[config.mk]
export PLATFORM = sky130hd
export DESIGN_NAME = wd_window_timer
export DESIGN_NICKNAME = d
export VERILOG_FILES = /design/src/rtl/wdw_pkg.sv /design/src/rtl/wdw_rst_sync.sv /design/src/rtl/wdw_mode_reg.sv /design/src/rtl/wdw_counter.sv /design/src/rtl/wdw_fault.sv /design/src/rtl/wd_window_timer.sv
export SDC_FILE = /design/constraint.sdc
export NUM_CORES = 1
export LEC_CHECK = 0
export CAP_MARGIN = 0
export CORE_UTILIZATION = 50
export DETAILED_ROUTE_END_ITERATION = 8
export PLACE_DENSITY = 0.82
export SYNTH_ARGS = -nofsm -noshare
export SYNTH_HDL_FRONTEND = slang
export SYNTH_HIERARCHICAL = 1
export SYNTH_SLANG_ARGS = --single-unit
[constraint.sdc]
create_clock -name clk -period 3.02 [get_ports clk]
set_input_delay 0.604 -clock clk [delete_from_list [all_inputs] [get_ports clk]]
set_output_delay 0.604 -clock clk [all_outputs]
set_load 0.01 [all_outputs]
[src/rtl/wdw_pkg.sv]
package wdw_pkg;
  localparam int CNT_W         = 12;
  localparam int DATA_W        = 32;
  localparam int ADDR_W        = 2;
  localparam int WIN_LSB       = 16;
  localparam int BIT_INT_EN    = 12;
  localparam int BIT_RST_EN    = 13;
  localparam int BIT_CPU_ONLY  = 14;
  localparam int BIT_DIS       = 15;
  localparam int BIT_DBG_HALT  = 28;
  localparam int BIT_IDLE_HALT = 29;
  localparam int KEY_W         = 8;
  localparam int KEY_LSB       = DATA_W - KEY_W;
  localparam int BIT_RESTART   = 0;
  localparam int N_FLAGS       = 2;
  localparam int FLAG_UFL      = 0;
  localparam int FLAG_WIN      = 1;

  typedef enum logic [ADDR_W-1:0] {
    REG_CTRL = 2'd0,
    REG_MODE = 2'd1,
    REG_STAT = 2'd2
  } reg_sel_e;

  typedef struct packed {
    logic [CNT_W-1:0] load;
    logic [CNT_W-1:0] win;
    logic             int_en;
    logic             rst_en;
    logic             cpu_only;
    logic             dis;
    logic             idle_halt;
    logic             dbg_halt;
  } mode_t;

  function automatic mode_t decode_mode(input logic [DATA_W-1:0] w);
    mode_t m;
    m.load      = w[CNT_W-1:0];
    m.win       = w[WIN_LSB +: CNT_W];
    m.int_en    = w[BIT_INT_EN];
    m.rst_en    = w[BIT_RST_EN];
    m.cpu_only  = w[BIT_CPU_ONLY];
    m.dis       = w[BIT_DIS];
    m.idle_halt = w[BIT_IDLE_HALT];
    m.dbg_halt  = w[BIT_DBG_HALT];
    return m;
  endfunction
endpackage

[src/rtl/wdw_rst_sync.sv]
module wdw_rst_sync #(
  parameter int STAGES = 2
) (
  input  logic clk,
  input  logic rst_n,
  output logic rst_sync_n
);
  logic [STAGES-1:0] chain_q;

  genvar g;
  generate
    for (g = 0; g < STAGES; g++) begin : g_stage
      always_ff @(posedge clk or negedge rst_n) begin
        if (!rst_n) chain_q[g] <= 1'b0;
        else if (g == 0) chain_q[g] <= 1'b1;
        else chain_q[g] <= chain_q[(g == 0) ? 0 : g-1];
      end
    end
  endgenerate

  assign rst_sync_n = chain_q[STAGES-1];
endmodule

[src/rtl/wdw_mode_reg.sv]
module wdw_mode_reg
  import wdw_pkg::*;
#(
  parameter logic [DATA_W-1:0] RST_VAL = 32'h3FFF_2FFF
) (
  input  logic              clk,
  input  logic              rst_n,
  input  logic              wr_en,
  input  logic [DATA_W-1:0] wdata,
  output logic [DATA_W-1:0] mode_word,
  output logic              locked,
  output logic              accept
);
  logic [DATA_W-1:0] word_q, word_d;
  logic              lock_q, lock_d;

  always_comb begin
    accept = wr_en & ~lock_q;
    word_d = word_q;
    lock_d = lock_q;
    if (accept) begin
      word_d = wdata;
      lock_d = 1'b1;
    end
  end

  always_ff @(posedge clk or negedge rst_n) begin
    if (!rst_n) begin
      word_q <= RST_VAL;
      lock_q <= 1'b0;
    end else begin
      word_q <= word_d;
      lock_q <= lock_d;
    end
  end

  assign mode_word = word_q;
  assign locked    = lock_q;
endmodule

[src/rtl/wdw_counter.sv]
module wdw_counter
  import wdw_pkg::*;
#(
  parameter logic [CNT_W-1:0] CNT_RST = '1
) (
  input  logic             clk,
  input  logic             rst_n,
  input  logic             cfg_accept,
  input  logic [CNT_W-1:0] cfg_load,
  input  logic [CNT_W-1:0] load_val,
  input  logic [CNT_W-1:0] win_val,
  input  logic             disabled,
  input  logic             halted,
  input  logic             tick,
  input  logic             restart,
  output logic [CNT_W-1:0] cnt,
  output logic             ufl_ev,
  output logic             win_ev
);
  logic [CNT_W-1:0] cnt_q, cnt_d;
  logic             cnt_zero;

  assign cnt_zero = (cnt_q == '0);

  always_comb begin
    cnt_d  = cnt_q;
    ufl_ev = 1'b0;
    win_ev = 1'b0;
    if (cfg_accept) begin
      cnt_d = cfg_load;
    end else if (!disabled) begin
      if (restart) begin
        cnt_d  = load_val;
        win_ev = (cnt_q > win_val);
      end else if (tick && !halted) begin
        if (cnt_zero) begin
          ufl_ev = 1'b1;
          cnt_d  = load_val;
        end else begin
          cnt_d = cnt_q - 1'b1;
        end
      end
    end
  end

  always_ff @(posedge clk or negedge rst_n) begin
    if (!rst_n) cnt_q <= CNT_RST;
    else        cnt_q <= cnt_d;
  end

  assign cnt = cnt_q;
endmodule

[src/rtl/wdw_fault.sv]
module wdw_fault
  import wdw_pkg::*;
(
  input  logic               clk,
  input  logic               rst_n,
  input  logic               ufl_ev,
  input  logic               win_ev,
  input  logic               stat_rd,
  input  logic               int_en,
  input  logic               rst_en,
  input  logic               cpu_only,
  output logic [N_FLAGS-1:0] flags,
  output logic               irq,
  output logic               sys_req,
  output logic               cpu_req
);
  logic [N_FLAGS-1:0] ev_vec;
  logic [N_FLAGS-1:0] flag_q, flag_d;
  logic               sys_q, sys_d, cpu_q, cpu_d, any_ev;

  always_comb begin
    ev_vec           = '0;
    ev_vec[FLAG_UFL] = ufl_ev;
    ev_vec[FLAG_WIN] = win_ev;
    any_ev           = |ev_vec;
    sys_d            = any_ev & rst_en & ~cpu_only;
    cpu_d            = any_ev & rst_en &  cpu_only;
  end

  genvar g;
  generate
    for (g = 0; g < N_FLAGS; g++) begin : g_flag
      always_comb begin
        if (ev_vec[g])    flag_d[g] = 1'b1;
        else if (stat_rd) flag_d[g] = 1'b0;
        else              flag_d[g] = flag_q[g];
      end
    end
  endgenerate

  always_ff @(posedge clk or negedge rst_n) begin
    if (!rst_n) begin
      flag_q <= '0;
      sys_q  <= 1'b0;
      cpu_q  <= 1'b0;
    end else begin
      flag_q <= flag_d;
      sys_q  <= sys_d;
      cpu_q  <= cpu_d;
    end
  end

  assign flags   = flag_q;
  assign irq     = int_en & (|flag_q);
  assign sys_req = sys_q;
  assign cpu_req = cpu_q;
endmodule

[src/rtl/wd_window_timer.sv]
module wd_window_timer
  import wdw_pkg::*;
#(
  parameter logic [DATA_W-1:0] MODE_RST = 32'h3FFF_2FFF,
  parameter logic [KEY_W-1:0]  KEY_VAL  = 8'hA5,
  parameter int                SYNC_STG = 2
) (
  input  logic              clk,
  input  logic              rst_n,
  input  logic              tick_en,
  input  logic              idle_in,
  input  logic              dbg_in,
  input  logic              bus_sel,
  input  logic              bus_wr,
  input  logic [ADDR_W-1:0] bus_addr,
  input  logic [DATA_W-1:0] bus_wdata,
  output logic [DATA_W-1:0] bus_rdata,
  output logic              fault_irq,
  output logic              sys_rst_req,
  output logic              cpu_rst_req
);
  localparam logic [CNT_W-1:0] CNT_RST = MODE_RST[CNT_W-1:0];

  logic               rst_sync_n;
  logic               wr_mode, wr_ctrl, rd_stat, restart, halted;
  logic [DATA_W-1:0]  mode_q;
  logic               locked, cfg_accept;
  mode_t              mode;
  logic [CNT_W-1:0]   cnt_q;
  logic               ufl_ev, win_ev;
  logic [N_FLAGS-1:0] flags;

  wdw_rst_sync #(.STAGES(SYNC_STG)) u_rst (
    .clk        (clk),
    .rst_n      (rst_n),
    .rst_sync_n (rst_sync_n)
  );

  always_comb begin
    wr_mode = bus_sel &  bus_wr & (bus_addr == REG_MODE);
    wr_ctrl = bus_sel &  bus_wr & (bus_addr == REG_CTRL);
    rd_stat = bus_sel & ~bus_wr & (bus_addr == REG_STAT);
    restart = wr_ctrl & (bus_wdata[KEY_LSB +: KEY_W] == KEY_VAL)
                      & bus_wdata[BIT_RESTART];
  end

  wdw_mode_reg #(.RST_VAL(MODE_RST)) u_mode (
    .clk       (clk),
    .rst_n     (rst_sync_n),
    .wr_en     (wr_mode),
    .wdata     (bus_wdata),
    .mode_word (mode_q),
    .locked    (locked),
    .accept    (cfg_accept)
  );

  always_comb begin
    mode   = decode_mode(mode_q);
    halted = (mode.idle_halt & idle_in) | (mode.dbg_halt & dbg_in);
  end

  wdw_counter #(.CNT_RST(CNT_RST)) u_cnt (
    .clk        (clk),
    .rst_n      (rst_sync_n),
    .cfg_accept (cfg_accept),
    .cfg_load   (bus_wdata[CNT_W-1:0]),
    .load_val   (mode.load),
    .win_val    (mode.win),
    .disabled   (mode.dis),
    .halted     (halted),
    .tick       (tick_en),
    .restart    (restart),
    .cnt        (cnt_q),
    .ufl_ev     (ufl_ev),
    .win_ev     (win_ev)
  );

  wdw_fault u_flt (
    .clk      (clk),
    .rst_n    (rst_sync_n),
    .ufl_ev   (ufl_ev),
    .win_ev   (win_ev),
    .stat_rd  (rd_stat),
    .int_en   (mode.int_en),
    .rst_en   (mode.rst_en),
    .cpu_only (mode.cpu_only),
    .flags    (flags),
    .irq      (fault_irq),
    .sys_req  (sys_rst_req),
    .cpu_req  (cpu_rst_req)
  );

  always_comb begin
    bus_rdata = '0;
    case (bus_addr)
      REG_MODE: bus_rdata = mode_q;
      REG_STAT: bus_rdata[N_FLAGS-1:0] = flags;
      default:  bus_rdata = '0;
    endcase
  end
endmodule

Word level (Yosys, flattened, before mapping)
Index checks and enable logic that the tools add are counted.
{ "totals": {"ff_bits": 51, "inputBits": 41, "out_inout_bits": 35} }
{ "classes": {"addsub": 1, "n_lt_le_gt_ge": 1, "n_eq_ne": 4, "muxes": 18, "n_bitwise": 18, "reduce_logical": 10} }
{ "op_table": {"columns": ["op", "count"], "rows": [
  ["$mux 12", 5],
  ["$mux 30", 1],
  ["$and 1x1->1", 14],
  ["$gt 12x12->1", 1],
  ["$logic_not 12->1", 1],
  ["$sub 12x1->12 const B", 1],
  ["$mux 1", 11],
  ["$eq 8x8->1 const B", 1],
  ["$pmux 2 s2", 1],
  ["$reduce_bool 2->1", 2],
  ["$reduce_or 2->1", 2],
  ["$not 1->1", 3],
  ["$reduce_bool 3->1", 1],
  ["$eq 2x1->1 const B", 1],
  ["$eq 2x2->1 const B", 1],
  ["$logic_not 2->1", 1],
  ["$ne 2x2->1 const B", 1],
  ["$reduce_and 2->1", 1],
  ["$logic_and 1x1->1", 1],
  ["$logic_not 1->1", 1],
  ["$or 1x1->1", 1]
]} }

Depth between registers and ports, before layout
Gate-level depths: netlist of the first run.
{ "depth": {"ltp_word": 11, "mapped_depth": 13, "ltp_nobuf": 9} }

By module
Netlist of the first run, hierarchy kept.
{ "by_module_without_submodules": {"columns": ["module", "n_inst", "cells_each", "area_per_inst_um2", "seq_area_each_um2"], "rows": [
  ["wdw_mode_reg", 1, 71, 1420.1, 859.6],
  ["wdw_counter", 1, 158, 1305.0, 315.3],
  ["wd_window_timer", 1, 49, 366.6, 0.0],
  ["wdw_fault", 1, 12, 147.6, 100.1],
  ["wdw_rst_sync", 1, 3, 53.8, 50.0]
]} }

Worst setup path before layout of the first run
No wires, ideal clock.
{ "synth_timing": {"kind": "input to register", "from": "input port bus_addr[1]", "to": "register u_cnt.cnt_q[8], in the netlist u_cnt/cnt[8]", "setup_time_ps": 87, "arrival_time_ps": 2482, "required_time_ps": 2933, "path_slack_ps": 451, "stages": 13, "n_path_buf": 4, "path_cell_list": "inv_1 ha_1 and3_2 nor2b_4 buf_6 buf_12 buf_2 inv_1 a22o_1 clkbuf_1 a22o_2 a21oi_1 nand3_1"} }
{ "synth_rtl": {"columns": ["item", "line_no", "source"], "rows": [
  ["from (decl)", "wd_window_timer.sv:15", "input logic [ADDR_W-1:0] bus_addr,"],
  ["$eq 2x1->1 *", "wd_window_timer.sv:40", "wr_mode = bus_sel & bus_wr & (bus_addr == REG_MODE);"],
  ["$and 1x1->1 *", "wd_window_timer.sv:40", null],
  ["named net wr_mode", "wd_window_timer.sv:25", "logic wr_mode, wr_ctrl, rd_stat, restart, halted;"],
  ["$and 1x1->1 *", "wdw_mode_reg.sv:18", "accept = wr_en & ~lock_q;"],
  ["named net cfg_accept", "wd_window_timer.sv:27", "logic locked, cfg_accept;"],
  ["$ne 2x2->1 (no source line) or $reduce_bool 3->1 (tied branches)", null, null],
  ["$reduce_and 2->1 (no source line)", null, null],
  ["to (signal assigned)", "wdw_counter.sv:48", "else cnt_q <= cnt_d;"],
  ["to (decl)", "wdw_counter.sv:20", "logic [CNT_W-1:0] cnt_q, cnt_d;"]
]} }
Mark *: on every way through the listed nets, which the timed path passes. The rest lies on a longest branch. The select of a mux whose other input is x is not followed.
A chain may end at the register's enable or synchronous reset.

Worst setup path in the final report of the first run
{ "layout_timing": {"from": "input port bus_addr[1]", "to": "output port bus_rdata[29]"} }
{ "layout_between": {"elab_chain_cells": 2} }
{ "layout_rtl": {"columns": ["item", "line_no", "source"], "rows": [
  ["$eq 2x1->1", "wd_window_timer.sv:95", "case (bus_addr)"],
  ["$mux 30", "wd_window_timer.sv:95", null],
  ["to (decl)", "wd_window_timer.sv:17", "output logic [DATA_W-1:0] bus_rdata,"]
]} }
Every way passes these cells.

==> results of run 1 <==
cell usage in the layout (no fill, tap or decap), types with 2 or more instances in the layout:
master,n
dfrtp_1,11
a221o_1,2
o21ai_2,2
nor3b_1,2
nor2b_1,6
a22o_1,3
nand4bb_1,2
a21oi_1,11
mux2_4,29
nand3_1,7
o22ai_1,4
clkdlybuf4s50_1,75
o21ai_0,3
o21ai_1,5
a22oi_1,4
and2_1,5
mux2_2,5
ha_1,17
clkbuf_8,6
xnor2_1,3
nor2_1,13
a21o_1,2
xor2_1,2
o211ai_1,2
inv_1,20
buf_4,7
nand4_1,7
or2_2,2
nand2_1,9
and2_2,26
a211oi_1,3
and3_2,2
nor3_1,9
a2bb2oi_1,2
dfstp_2,39
kinds of logic (layout without fill, tap and decap cells):
group | count (synthesis) | count (layout)
other cells | 1 | 1
fa+ha+maj | 17 | 17
mux | 35 | 35
xor+xnor | 5 | 5
simple gates | 99 | 99
flops | 51 | 51
compound gates | 54 | 54
buf+inv | 31 | 110
Yosys cell counts (4+ instances only):
cell	instances
mux2_4	29
nor2b_1	6
inv_1	20
mux2_2	5
nand4_1	7
nand3_1	7
nor3_1	9
nand2_1	9
dfstp_2	39
a22oi_1	4
dfrtp_1	12
ha_1	17
and2_2	26
and2_1	5
o21ai_1	5
a21oi_1	11
nor2_1	13
o22ai_1	4
stage by stage:
stage | utilization, % | area [um^2] | worst slack, ns
6_report | 65.8 | 4180 | 0.137
5_1_grt | 65.8 | 4180 | 0.0390
4_1_cts | 65.8 | 4180 | 0.121
3_5_place_dp | 64.3 | 4080 | 0.139
3_3_place_gp | 64.3 | 4080 | 0.201
2_1_floorplan | - | 3290 | 0.451
sequential cells by signal (all words and copies together), names as in the netlist:
name	flops
u_cnt/cnt	12
u_flt/cpu_req	1
u_flt/flags	2
u_flt/sys_req	1
u_mode/locked	1
u_mode/mode_word	32
u_rst/chain_q	1
u_rst/rst_sync_n	1
final timing paths:
check	startpoint	to	slack (ns)	depth (start not counted)
max in group asynchronous	u_rst/rst_sync_n$_DFF_PN0_	u_flt/sys_req$_DFF_PN0_	1.91	0
setup / recovery	bus_addr[1]	bus_rdata[29]	0.14	6
hold / removal	u_rst/chain_q[0]$_DFF_PN0_	u_rst/rst_sync_n$_DFF_PN0_	0.37	0
hold reg to reg	u_rst/chain_q[0]$_DFF_PN0_	u_rst/rst_sync_n$_DFF_PN0_	0.37	0
setup reg to reg	u_mode/mode_word[17]$_DFFE_PN1P_	u_flt/cpu_req$_DFF_PN0_	0.85	9
min in group asynchronous	rst_n	u_rst/rst_sync_n$_DFF_PN0_	0.45	1
final cells by class:
class / count / area share [%]
clock inverter: 1 / 0.120
inverter: 20 / 1.80
multi-input combinational: 211 / 42.7
timing repair buffer: 82 / 19.2
clock buffer: 7 / 2.07
sequential: 51 / 31.8
tap: 77 / 2.31
worst max-delay path, cell delays in order:
cell and delay (ns):
clkdlybuf4s50_1 0.43, inv_1 0.09, ha_1 0.23, buf_4 0.22
and2_2 0.16, clkdlybuf4s50_1 0.54
per-layer routing:
metal  vias to the layer above  global-route usage [%]  routed length, um
met3                        10                    4.87                436
met1                      1211                    32.0               3420
met4                         0                    7.68                103
met2                        90                    36.7               3570
met5                         -                       0                  0
li1                       1199                       -                  -
where the power goes:
| group | switching (uW) | internal [uW] |
|---|---|---|
| logic | 388 | 525 |
| clock network | 217 | 185 |
| registers | 239 | 978 |
==> flow_summary.toml, run 1 <==
[run_status]
status = "complete, no violations"

[die]
ioPinCount = 76
chipWidth_um = 83.2
chipHeight_um = 83.2
dieArea_mm2 = 0.00691
rows = 29
core_area_mm2 = 0.00635
start_util_pct = 51.9

[detailed_routing]
postRouteAntennaNets = 0
first_iter_violations = 75
via_per_inst = 5.59
totalWireLength_um = 7540
post-route-drc-count = 0
via_count = 2510
wire_per_inst_um = 16.8
dr.pass1.iters = 4

[grt]
grt_pass1_vias = 2571
grt.overflow.total = 0
track_usage_pct = 23.3
grt_pass1_wl_um = 12900
grt_max_degree = 50
antenna_found_initial = 0

[finish]
nets = 429
final-seq-area_mm2 = 0.00133
area_growth_pct = 26.8
n_antenna_cell = 0
multi_input_area_mm2 = 0.00178
fin_cells = 449
drive_gt1_share_pct = 34.7
fillers = 502

[sta]
slew_headroom_pct = 30.6
finalHoldViolCount = 0
fin_skew_ns = 0.00733
rsz0062_at_grt = "no"
setup_viol = 0
hold-worst-slack_ns = 0.367
finalCritPeriodShare_pct = 95.5
setup_tns_ns = 0
clock.fmax_mhz = 347
slew_violations = 0
tightest_slew_ns = 1.04
min_period_ns = 2.88

[yosys]
synth.area.mux_share_pct = 15.2
synth_top_family_by_area = "simple AND/OR/NAND/NOR gates"
synthesis.nets = 351
yosysUniqueCellTypes = 59
synth_cells = 293
ys_warn_count = 6
synth_edf_count = 0
yosys-top-cells-area = "dfstp_2, mux2_4, dfrtp_1"
synthArstFlopShare_pct = 100
synth-compound-area-share_pct = 11.8
ys_seq_area_share_pct = 40.2
yosys.area_share.simple_pct = 19.2
yosysTopAreaCell = "dfstp_2"
syn_area_mm2 = 0.00329
synth_top_area_share_pct = 31.1
synth_ff_type = "dfstp_2"
synth_fa_ha_area_share_pct = 6.46
avgSynthCellArea_um2 = 11.2
synth-xor-area-share_pct = 1.33
synth-seq-cells = 51

[setup_path]
crit_path_max_fanout = 17
worstPathArrival_ns = 2.28
setup.worst_path.class = "in -> out"
cp_data_required_time_ns = 2.42
cp-end-kind = "output pin"
critPathLaunchType = "input port"

[clock_tree]
cts_tree = "built"
path_clk_slew_ns = 0.09
cts-hold-fix-buffers = 0
cts_made_buffers = 5
insertion_delay_ns = 0.30
clock_path_buffers = 2
htreeDepth = 2
cts_resized = 0
root_buffer = "clkbuf_8"
clock_sinks = 51
cts_setup_buffers = 0

[placement]
numPortBuffers = 75
dp_hpwl_um = 5660
place_congestion = 0.883
dp_cells = 441

[power_and_ir_drop]
power.leakage_uw = 0.00172
power_uw = 2530
powerDensity_mw_per_mm2 = 607
peakVddDrop_v = 0.000371

[min_path]
hold_path_class = "reg -> reg"

[job]
cap_violations = 0
Power figures use the tool's default switching activity.
==> run 2: changes to the inputs <==
CORE_MARGIN = 8   (was not set)
PLACE_DENSITY = 0.8   (was 0.82)
==> flow_summary.toml, run 2 (same netlist as run 1, synthesis figures left out) <==
[run_status]
status = "complete, no violations"

[clock_tree]
clock_sinks = 51
cts_tree = "built"
path_clk_slew_ns = 0.09
insertion_delay_ns = 0.31
htreeDepth = 2
root_buffer = "clkbuf_8"
cts_setup_buffers = 0
cts_resized = 0
clock_path_buffers = 2
cts-hold-fix-buffers = 0
cts_made_buffers = 5

[die]
rows = 29
core_area_mm2 = 0.00635
chipHeight_um = 97.2
chipWidth_um = 97.2
start_util_pct = 51.9
dieArea_mm2 = 0.00944
ioPinCount = 76

[finish]
multi_input_area_mm2 = 0.00178
largest_reg_flops = 32
area_growth_pct = 29.0
fillers = 502
mostFrequentLayoutCell = "clkdlybuf4s50_1"
drive_gt1_share_pct = 34.9
final_area_mm2 = 0.00425
final_cell_mix = "clkdlybuf4s50_1, dfstp_2, mux2_4"
final-seq-area_mm2 = 0.00133
n_antenna_cell = 0
nets = 430

[placement]
dp_hpwl_um = 6090
numPortBuffers = 75
placed_area_mm2 = 0.00412
place_congestion = 0.863

[min_path]
worstHoldPathCells = 0
hold_path_class = "reg -> reg"

[grt]
grt_pass1_wl_um = 13500
grt_max_degree = 41
track_usage_pct = 17.0
grt_pass1_vias = 2720
grt.overflow.total = 0
antenna_found_initial = 0

[detailed_routing]
via_per_inst = 5.54
wire_per_inst_um = 18.0
via_count = 2495
dr.pass1.iters = 4
first_iter_violations = 100
postRouteAntennaNets = 0
totalWireLength_um = 8110
post-route-drc-count = 0

[sta]
slew_violations = 0
tightest_slew_ns = 0.869
finalCritPeriodShare_pct = 94.9
rsz0062_at_grt = "no"
setup_viol = 0
slew_headroom_pct = 42.1
finalHoldViolCount = 0
clock.fmax_mhz = 349
setup_tns_ns = 0
min_period_ns = 2.87
fin_skew_ns = 0.00930

[power_and_ir_drop]
powerDensity_mw_per_mm2 = 637
peakVddDrop_v = 0.000417
power.leakage_uw = 0.00175

[setup_path]
critPathLaunchType = "input port"
worst-path-stages = 6
cpPeakStageDelay_ns = 0.53
cp_common_cell = "clkdlybuf4s50_1"
cp_data_required_time_ns = 2.42
crit_path_max_fanout = 30
worstPathArrival_ns = 2.26
setup.worst_path.class = "in -> out"
crit_buf_inv = 4
crit_family = "buffers and inverters"
r2r_cells = 9
cp-end-kind = "output pin"
slowest_stage = "clkdlybuf4s50_1"
worstPathCellList = "clkdlybuf4s50_1, inv_1, ha_1, buf_12, and2_2, clkdlybuf4s50_1"

[job]
cap_violations = 0
## run 2: through the flow
| stage | std cells | total power (uW) | setup WS [ns] | util, % | hold slack (ns) |
|---|---|---|---|---|---|
| after floorplan | 293 | 1800 | 0.451 | - | 0.308 |
| after global placement | 442 | 2100 | 0.182 | 64.8 | 0.336 |
| after detailed placement | 442 | 2150 | 0.115 | 64.8 | 0.342 |
| after CTS | 450 | 2720 | 0.144 | 66.9 | 0.364 |
| after global routing | 450 | 2880 | 0.0814 | 66.9 | 0.371 |
| final | 450 | 2710 | 0.153 | 66.9 | 0.359 |
## run 2: where the power goes
part	internal [uW]	total, uW	switching (uW)
Clock	331	559	228
Sequential	978	1220	237
Combinational	531	934	402
Total	1840	2710	867
## run 2: final timing paths
| path | startpoint | to | slack, ns |
|---|---|---|---|
| worst max-delay path | bus_addr[1] | bus_rdata[24] | 0.15 |
| worst min-delay path | u_rst/chain_q[0]$_DFF_PN0_ | u_rst/rst_sync_n$_DFF_PN0_ | 0.36 |
| worst max register to register | u_mode/mode_word[17]$_DFFE_PN1P_ | u_flt/cpu_req$_DFF_PN0_ | 0.69 |
| worst min register to register | u_rst/chain_q[0]$_DFF_PN0_ | u_rst/rst_sync_n$_DFF_PN0_ | 0.36 |
| max in group asynchronous | u_rst/rst_sync_n$_DFF_PN0_ | u_cnt/cnt[7]$_DFFE_PN1P_ | 1.87 |
| min in group asynchronous | u_rst/rst_sync_n$_DFF_PN0_ | u_mode/mode_word[30]$_DFFE_PN0P_ | 0.39 |
## run 2: layout make-up
class,instances,share of cell area (%)
Multi-Input combinational cell,211,42.0
Tap cell,77,2.27
Timing Repair Buffer,83,19.7
Inverter,20,1.77
Sequential cell,51,31.2
Clock buffer,6,1.71
Clock inverter,2,1.41
## run 2: per-layer routing
layer | share of wire, % | track usage, % | up-vias
li1 | - | - | 1202
met1 | 47 | 21.5 | 1210
met2 | 46 | 27.1 | 75
met3 | 5.9 | 5.12 | 8
met4 | 1.1 | 4.85 | 0
met5 | 0 | 0 | -
==> run 3: changes to the inputs <==
CAP_MARGIN = 20   (was 0)
==> results of run 3 <==
Final layout, timing and power as in run 2 (identical DEF).
